`src/rtl/dram_tc_pkg.sv`:
```
package dram_tc_pkg;

  localparam int NUM_CON   = 9;  // timing constraints tracked
  localparam int NUM_BANKC = 4;  // leading constraints that are bank-scoped
  localparam int TYPE_W    = 4;
  localparam int NUM_TYPES = 2 ** TYPE_W;

  // constraint indices; bank-scoped ones come first
  localparam int C_RCD = 0;
  localparam int C_RP  = 1;
  localparam int C_RAS = 2;
  localparam int C_RTP = 3;
  localparam int C_CCD = 4;
  localparam int C_WTR = 5;
  localparam int C_CAS = 6;
  localparam int C_RFC = 7;
  localparam int C_XP  = 8;

  typedef enum logic [TYPE_W-1:0] {
    CMD_NOP = 4'd0,
    CMD_ACT = 4'd1,
    CMD_RD  = 4'd2,
    CMD_WR  = 4'd3,
    CMD_PRE = 4'd4,
    CMD_REF = 4'd5,
    CMD_PDN = 4'd6,
    CMD_PUP = 4'd7,
    CMD_SLP = 4'd8
  } cmd_e;

  // counters restarted when a command of type t issues
  function automatic logic [NUM_CON-1:0] start_set(input logic [TYPE_W-1:0] t);
    logic [NUM_CON-1:0] s;
    s = '0;
    case (t)
      CMD_ACT: begin s[C_RCD] = 1'b1; s[C_RAS] = 1'b1; end
      CMD_RD:  begin s[C_CCD] = 1'b1; s[C_CAS] = 1'b1; s[C_RTP] = 1'b1; end
      CMD_WR:  begin s[C_CCD] = 1'b1; s[C_WTR] = 1'b1; end
      CMD_PRE: s[C_RP]  = 1'b1;
      CMD_REF: s[C_RFC] = 1'b1;
      CMD_PUP: s[C_XP]  = 1'b1;
      default: s = '0;
    endcase
    return s;
  endfunction

endpackage

```
`src/rtl/dram_tc_counter.sv`:
```
module dram_tc_counter #(
  parameter int W = 8
) (
  input  logic         clk,
  input  logic         rst_n,
  input  logic         load,
  input  logic [W-1:0] val,
  output logic         nz
);

  logic [W-1:0] cnt;

  // loading N-1 lets a dependent command go exactly N cycles later
  always_ff @(posedge clk) begin
    if (!rst_n)            cnt <= '0;
    else if (load)         cnt <= (val == '0) ? '0 : val - 1'b1;
    else if (cnt != '0)    cnt <= cnt - 1'b1;
  end

  assign nz = (cnt != '0);

  // an idle counter at zero stays at zero
  a_r6_hold_zero: assert property (@(posedge clk) disable iff (!rst_n)
    (!load && cnt == '0) |=> (cnt == '0));

  // a running counter steps down by one
  a_r6_step_down: assert property (@(posedge clk) disable iff (!rst_n)
    (!load && cnt != '0) |=> (cnt == $past(cnt) - 1'b1));

endmodule

```
`src/rtl/dram_tc_timers.sv`:
```
module dram_tc_timers
  import dram_tc_pkg::*;
#(
  parameter int NBANK = 8,
  parameter int TW    = 8,
  parameter int ARG_W = 8,
  localparam int BANK_W = $clog2(NBANK)
) (
  input  logic                  clk,
  input  logic                  rst_n,
  input  logic                  issue,
  input  logic [BANK_W-1:0]     issue_bank,
  input  logic [NUM_CON-1:0]    start_vec,
  input  logic [NUM_CON*TW-1:0] tval_flat,
  input  logic                  sleep_load,
  input  logic [ARG_W-1:0]      sleep_len,
  input  logic [BANK_W-1:0]     head_bank,
  output logic [NUM_CON-1:0]    busy,
  output logic                  sleep_busy
);

  logic [NUM_BANKC*NBANK-1:0] bank_nz;
  logic [NUM_CON-1:0]         glob_nz;

  for (genvar c = 0; c < NUM_CON; c++) begin : g_con
    if (c < NUM_BANKC) begin : g_banked
      for (genvar b = 0; b < NBANK; b++) begin : g_b
        dram_tc_counter #(.W(TW)) u_cnt (
          .clk  (clk),
          .rst_n(rst_n),
          .load (issue && start_vec[c] && (issue_bank == BANK_W'(b))),
          .val  (tval_flat[c*TW +: TW]),
          .nz   (bank_nz[c*NBANK + b])
        );
      end
      assign glob_nz[c] = 1'b0;
    end else begin : g_global
      dram_tc_counter #(.W(TW)) u_cnt (
        .clk  (clk),
        .rst_n(rst_n),
        .load (issue && start_vec[c]),
        .val  (tval_flat[c*TW +: TW]),
        .nz   (glob_nz[c])
      );
    end
  end

  dram_tc_counter #(.W(ARG_W)) u_sleep (
    .clk  (clk),
    .rst_n(rst_n),
    .load (sleep_load),
    .val  (sleep_len),
    .nz   (sleep_busy)
  );

  always_comb begin
    for (int c = 0; c < NUM_CON; c++) begin
      if (c < NUM_BANKC) busy[c] = bank_nz[c*NBANK + int'(head_bank)];
      else               busy[c] = glob_nz[c];
    end
  end

endmodule

```
`config.mk`:
```
export PLATFORM = sky130hd
export DESIGN_NAME = dram_tc_timers
export DESIGN_NICKNAME = d
export VERILOG_FILES = /design/src/rtl/dram_tc_pkg.sv /design/src/rtl/dram_tc_counter.sv /design/src/rtl/dram_tc_timers.sv
export SDC_FILE = /design/constraint.sdc
export NUM_CORES = 1
export LEC_CHECK = 0
export BUFFER_PORTS_ARGS = -buffer_cell sky130_fd_sc_hd__buf_2
export CAP_MARGIN = 20
export CORE_MARGIN = 2
export CORE_UTILIZATION = 45
export DETAILED_ROUTE_END_ITERATION = 10
export SYNTH_ARGS = -nofsm -noshare
export SYNTH_HDL_FRONTEND = slang
export SYNTH_SLANG_ARGS = --single-unit
export TNS_END_PERCENT = 5
```
`constraint.sdc`:
```
create_clock -name clk -period 1.8 [get_ports clk]
set_input_delay 0.18 -clock clk [delete_from_list [all_inputs] [get_ports clk]]
set_output_delay 0.18 -clock clk [all_outputs]
set_load 0.1 [all_outputs]
```
==> results of run 1 <==
==> cells in the mapped netlist, drive strengths merged, types with 35 or more instances <==
master / n
o31ai: 55
o211a: 36
nor3b: 43
mux2i: 79
ha: 96
or3: 55
nor4: 75
a21oi: 153
o21ai: 121
clkbuf: 68
o21a: 43
o211ai: 35
nand2: 224
nor3: 77
dfxtp: 304
a211oi: 37
nand3: 70
or4: 67
o22ai: 78
inv: 165
nor2: 188
==> area by class of cell <==
cell class | instances | area (sq um)
repair buffers | 661 | 5030
fillers | 3818 | 16600
well taps | 592 | 741
multi-input cells | 1988 | 14000
diodes | 4 | 10.0
clock buffers | 58 | 1180
clock inverters | 10 | 77.6
flip-flops and latches | 304 | 6120
inverters | 165 | 622
==> layer usage <==
layer	GRT usage	wire length, um	vias up
met3	0.0403	3620	157
met5	0	17	-
met2	0.464	31400	643
met1	0.347	29100	10700
li1	-	-	10800
met4	0.0954	1940	2
==> through the flow <==
stage | area [sq um] | power (mW)
2_1_floorplan | 20500 | 31.6
3_3_place_gp | 25600 | 42.7
3_5_place_dp | 25600 | 43.6
4_1_cts | 27400 | 52.7
5_1_grt | 27800 | 58.3
6_report | 27800 | 54.2
==> critical path, stage by stage, from the launching register on <==
cell and delay (ns):
dfxtp_2 0.32, inv_2 0.07, ha_4 0.13, or3b_4 0.38
or3_4 0.42, o2111ai_4 0.11, a2111oi_4 0.08, buf_6 0.21
==> placed cells by master (no fill, tap or decap), types with 37 or more instances in the layout <==
cell type	instances
buf_4	520
dfxtp_1	279
nand2_1	219
nor2_1	181
a21oi_1	153
inv_1	151
o21ai_0	108
buf_2	97
ha_1	85
mux2i_1	79
o22ai_1	74
nand3_1	69
nor3_1	67
nor4_1	59
or4_1	57
o31ai_1	55
or3_1	48
o21a_1	43
clkbuf_16	41
nor3b_1	37
==> where the power goes <==
group,leakage (nW),switching (mW),internal [mW]
Combinational,8.93,16.7,17.6
Clock,0.625,3.11,4.65
Sequential,2.52,2.38,9.78
==> registers in the layout, indices dropped and copies added (netlist names) <==
register and cells:
g_con.g_banked.g_b.u_cnt.cnt 256, g_con.g_global.u_cnt.cnt 40, u_sleep.cnt 8
==> cells by family after synthesis <==
logic type	after synthesis
buffers and inverters	249
AND/OR/NAND/NOR	1015
adder cells (fa/ha/maj)	96
multiplexers	87
AO/OA/AOI/OAI	734
flip-flops	304
XOR/XNOR	56
==> how the worst max path moves through the flow <==
stage,from,to,slack (ns),cells after the start
2_1_floorplan,g_con[1].g_banked.g_b[7].u_cnt.cnt[0]$_SDFFE_PN0P_,busy[1],-0.57,7
3_3_place_gp,g_con[2].g_banked.g_b[5].u_cnt.cnt[0]$_SDFFE_PN0P_,busy[2],-0.36,7
3_5_place_dp,head_bank[0],busy[2],-0.39,7
4_1_cts,g_con[0].g_banked.g_b[4].u_cnt.cnt[0]$_SDFFE_PN0P_,busy[0],-0.67,7
5_1_grt,g_con[0].g_banked.g_b[2].u_cnt.cnt[0]$_SDFFE_PN0P_,busy[0],-0.70,7
6_report,g_con[0].g_banked.g_b[6].u_cnt.cnt[1]$_SDFFE_PN0P_,busy[0],-0.64,7
==> timing repair <==
action,4_1_cts,5_1_grt
endpoints found under the hold margin,17,0
endpoints found under the setup margin,40,79
buffers inserted,1,3
hold buffers,18,0
resized for setup,94,94
pin swaps,14,21
==> flow_summary.json, run 1 <==
{
  "status": "finished with violations",
  "violations": "setup timing",
  "ant_nets": 0,
  "rows": 77,
  "instances_no_fill": 3782,
  "reg2reg_from": "g_con[2].g_banked.g_b[6].u_cnt.cnt[0]$_SDFFE_PN0P_",
  "ys_seq_area_frac": 0.299,
  "min_path_cells": 3,
  "synth_compound_area_frac": 0.249,
  "synthAdderAreaFrac": 0.0591,
  "drive_gt1_frac": 0.292,
  "overflow": 0,
  "synth_cells": 2541,
  "synth_fp_nets": 2736,
  "max_freq_mhz": 410,
  "tightest_slew_ns": 0.944,
  "pre_cts_ws_ns": -0.392,
  "ff2ff_setup_slack_ns": -0.05,
  "synth_top_area_share": 0.299,
  "yosys_register_bits": 304,
  "leakage_nw": 12.1,
  "synth_largest_area_cell": "dfxtp_1",
  "rr_endpoint": "g_con[2].g_banked.g_b[6].u_cnt.cnt[5]$_SDFFE_PN0P_",
  "synth_ff_type": "dfxtp_1",
  "dp.cells": 3688,
  "synth_edf_count": 0,
  "netlist-cell-type-count": 83,
  "coreArea_sq_um": 44400,
  "end_kind": "primary output",
  "numCtsBuffers": 38,
  "avgSynthCellArea_sq_um": 8.00,
  "clk_latency_ns": 0.55,
  "drc": 0,
  "synth_top_family_by_area": "simple AND/OR/NAND/NOR gates",
  "final_max_slew_viol_count": 0,
  "vias": 22300,
  "peakVddDrop_v": 0.00139,
  "portBuffers": 108,
  "clock-sinks": 304,
  "maxCapViolCount": 0,
  "async_reset_ff_frac": 0,
  "area_delta_synth_final_pct": 36.8,
  "required_ns": 1.62,
  "powerDensity_nw_per_um2": 1950,
  "synth_area_leaders": "dfxtp_1, ha_1, nand2_1",
  "synth_area_sq_um": 20300,
  "whs_endpoint": "u_sleep.cnt[5]$_SDFFE_PN0P_",
  "synthSimpleGateAreaFrac": 0.277,
  "min_period_over_period": 1.36,
  "pin_count": 109,
  "die-area_sq_um": 46900,
  "worstPathMaxFanout": 2,
  "die_w_um": 217,
  "grt_max_degree": 60,
  "fin_worst_skew_ns": 0.0159,
  "fin_util": 0.626,
  "cts_buffer_depth": 3,
  "drt_wl_total_mm": 66.1,
  "fin_ws_ns": -0.642,
  "path_class": "flop to primary output",
  "ys.warnings.count": 0,
  "drtIter0Drc": 1507,
  "grt_pass1_vias": 21600,
  "clkTransAtPathRegs_ns": 0.06,
  "viasPerCell": 5.90,
  "root_buffer": "clkbuf_16",
  "finalSetupViolations": 13,
  "dr.pass1.iters": 7,
  "htree_levels": 2,
  "grt_pass1_wl_mm": 106,
  "avgRoutedWirePerCell_um": 17.5,
  "relSlewSlack": 0.367,
  "grt_usage": 0.271,
  "initial_core_util": 0.458,
  "synth_xor_xnor_area_share": 0.0241,
  "rsz0062_at_grt": "yes",
  "synth_mux_area_frac": 0.0433,
  "worst_ep_arrival_time_ns": 2.26,
  "antenna_found_initial": 6,
  "hold_ws_ns": 0.0379,
  "cts_tree": "built",
  "critPathLaunchType": "flop",
  "min_path_type": "primary input to flop",
  "period_minus_slack_ns": 2.44,
  "dpl.hpwl_mm": 48.0,
  "nNetsFinal": 3353,
  "routabilityCongestion": 0.923,
  "die_h_um": 217,
  "hp-start": "sleep_len[5]",
  "tns_ns": -3.28,
  "ff2ff_path_depth": 5,
  "finalHoldViolations": 0
}
Power figures use the tool's default switching activity.
==> inputs of run 2 (changes only) <==
--- a/config.mk
+++ b/config.mk
@@ -6,7 +6,7 @@
 export NUM_CORES = 1
 export LEC_CHECK = 0
 export BUFFER_PORTS_ARGS = -buffer_cell sky130_fd_sc_hd__buf_2
-export CAP_MARGIN = 20
+export CAP_MARGIN = 25
 export CORE_MARGIN = 2
 export CORE_UTILIZATION = 45
 export DETAILED_ROUTE_END_ITERATION = 10
==> constraint.sdc (replaced) <==
create_clock -name clk -period 1.8 [get_ports clk]
set_input_delay 0.18 -clock clk [delete_from_list [all_inputs] [get_ports clk]]
set_output_delay 0.18 -clock clk [all_outputs]
set_load 0.05 [all_outputs]
==> flow_summary.json, run 2 (synthesis gave the netlist of run 1 again) <==
{
  "routed.top_layer": "met5",
  "finalSetupViolations": 11,
  "grt_pass1_wl_mm": 105,
  "violations": "setup timing",
  "peakVddDrop_v": 0.00101,
  "die_w_um": 217,
  "coreArea_sq_um": 44400,
  "clkTransAtPathRegs_ns": 0.06,
  "layout_common_cells": "buf_4, dfxtp_1, nand2_1",
  "drc": 0,
  "cts_tree": "built",
  "pwr-share-seq": 0.239,
  "initial_core_util": 0.458,
  "grt_usage": 0.269,
  "drive_gt1_frac": 0.276,
  "hold_ws_ns": 0.0267,
  "met1Wirelength_mm": 28.7,
  "pwr-share-clk": 0.151,
  "cell_internal_pwr_mw": 31.1,
  "top_regs": "g_con.g_banked.g_b.u_cnt.cnt x256, g_con.g_global.u_cnt.cnt x40, u_sleep.cnt x8",
  "root_buffer": "clkbuf_16",
  "maxCapViolCount": 0,
  "grt_max_degree": 58,
  "rows": 77,
  "fillCellCount": 3894,
  "max_freq_mhz": 410,
  "tightest_slew_ns": 0.903,
  "ant_nets": 0,
  "min_period_over_period": 1.36,
  "fin_ws_ns": -0.640,
  "worst_ep_arrival_time_ns": 2.26,
  "htree_levels": 2,
  "relSlewSlack": 0.398,
  "largest_reg_flops": 256,
  "combPwrFrac": 0.610,
  "power.switching_mw": 21.3,
  "met3_length_mm": 3.72,
  "clock-sinks": 304,
  "rsz0062_at_grt": "yes",
  "period_minus_slack_ns": 2.44,
  "avgRoutedWirePerCell_um": 17.5,
  "critPathLaunchType": "flop",
  "dpl_cell_area_sq_um": 24800,
  "final_max_slew_viol_count": 0,
  "die-area_sq_um": 46900,
  "drtIter0Drc": 1327,
  "largest_register": "g_con.g_banked.g_b.u_cnt.cnt",
  "area_delta_synth_final_pct": 33.4,
  "fin_util": 0.611,
  "min_path_type": "primary input to flop",
  "met2_length_mm": 30.7,
  "leakage_nw": 11.6,
  "antenna_found_initial": 7,
  "numCtsBuffers": 38,
  "drt_wl_total_mm": 64.9,
  "dpl.hpwl_mm": 46.7,
  "switching_share": 0.407,
  "clk_latency_ns": 0.56,
  "nNetsFinal": 3269,
  "die_h_um": 217,
  "portBuffers": 108,
  "dr.pass1.iters": 5,
  "path_class": "flop to primary output",
  "routabilityCongestion": 0.903,
  "design_area_sq_um": 27100,
  "cts_buffer_depth": 3,
  "end_kind": "primary output",
  "mostFrequentLayoutCell": "buf_4",
  "worstPathMaxFanout": 2,
  "finalHoldViolations": 0,
  "required_ns": 1.62,
  "pin_count": 109,
  "status": "finished with violations",
  "vias": 21900,
  "viasPerCell": 5.91,
  "grt_pass1_vias": 21100,
  "powerDensity_nw_per_um2": 1930,
  "overflow": 0,
  "fin_worst_skew_ns": 0.0114
}
## run 2: changes by cell type in the layout (fill, tap and decap cells not counted), moves of 7 or more
cell	delta
buf_4	-83
buf_12	-11
ha_1	-9
inv_1	-9
inv_2	+9
buf_6	+8
or3b_2	+7
## run 2: metal layers
metal | vias to the layer above | track usage
li1 | 10700 | -
met5 | - | 0
met4 | 4 | 0.0801
met1 | 10400 | 0.348
met3 | 121 | 0.0386
met2 | 621 | 0.462
## run 2: timing repair
item                       CTS  global route
setup endpoints to repair   32            94
setup buffers                3             4
pin swaps                   20            25
hold endpoints to repair    18             0
hold buffers                19             0
resized for setup           93           120
## run 2: worst max-delay path, cell delays in order, from the launching register on
cell	delay, ns
dfxtp_1	0.31
or4_4	0.53
or3_4	0.36
o22ai_2	0.16
buf_6	0.13
nor3_4	0.05
buf_6	0.16
## run 2: through the flow
step                      std cells  power, mW  setup TNS (ns)  worst slack, ns
final                          3700       52.4           -3.12           -0.640
after global routing           3697       56.4           -4.60           -0.674
after CTS                      3692       50.8           -3.39           -0.646
after detailed placement       3600       41.5           -3.19           -0.291
after global placement         3600       40.7           -1.46           -0.269
after floorplan                2541       31.0          -0.602           -0.131
## run 2: cell type report
type / instances / area, sq um / share of cell area
multi-input combinational: 1988 / 14000 / 0.518
sequential: 304 / 6110 / 0.225
timing repair buffer: 577 / 4300 / 0.159
clock buffer: 57 / 1180 / 0.0434
tap: 592 / 741 / 0.0273
inverter: 165 / 622 / 0.0229
clock inverter: 13 / 118 / 0.00434
antenna: 4 / 10.0 / 0.000369
## run 2: path summary, 6_finish.rpt
path	from	endpoint	cells after the start	slack (ns)
worst min register to register	g_con[8].g_global.u_cnt.cnt[5]$_SDFFE_PN0P_	g_con[8].g_global.u_cnt.cnt[5]$_SDFFE_PN0P_	2	0.54
worst max register to register	g_con[2].g_banked.g_b[6].u_cnt.cnt[0]$_SDFFE_PN0P_	g_con[2].g_banked.g_b[6].u_cnt.cnt[5]$_SDFFE_PN0P_	5	-0.04
worst max-delay path	g_con[3].g_banked.g_b[3].u_cnt.cnt[3]$_SDFFE_PN0P_	busy[3]	6	-0.64
worst min-delay path	tval_flat[50]	g_con[6].g_global.u_cnt.cnt[2]$_SDFFE_PN0P_	4	0.03
## run 2: power groups by stage
stage	sequential, mW	combinational, mW	clock, mW
floorplan	12.3	18.7	0
CTS	12.2	30.5	8.04
global placement	12.1	28.6	0
finish	12.5	32.0	7.93
detailed placement	12.3	29.3	0
global route	12.9	35.2	8.31
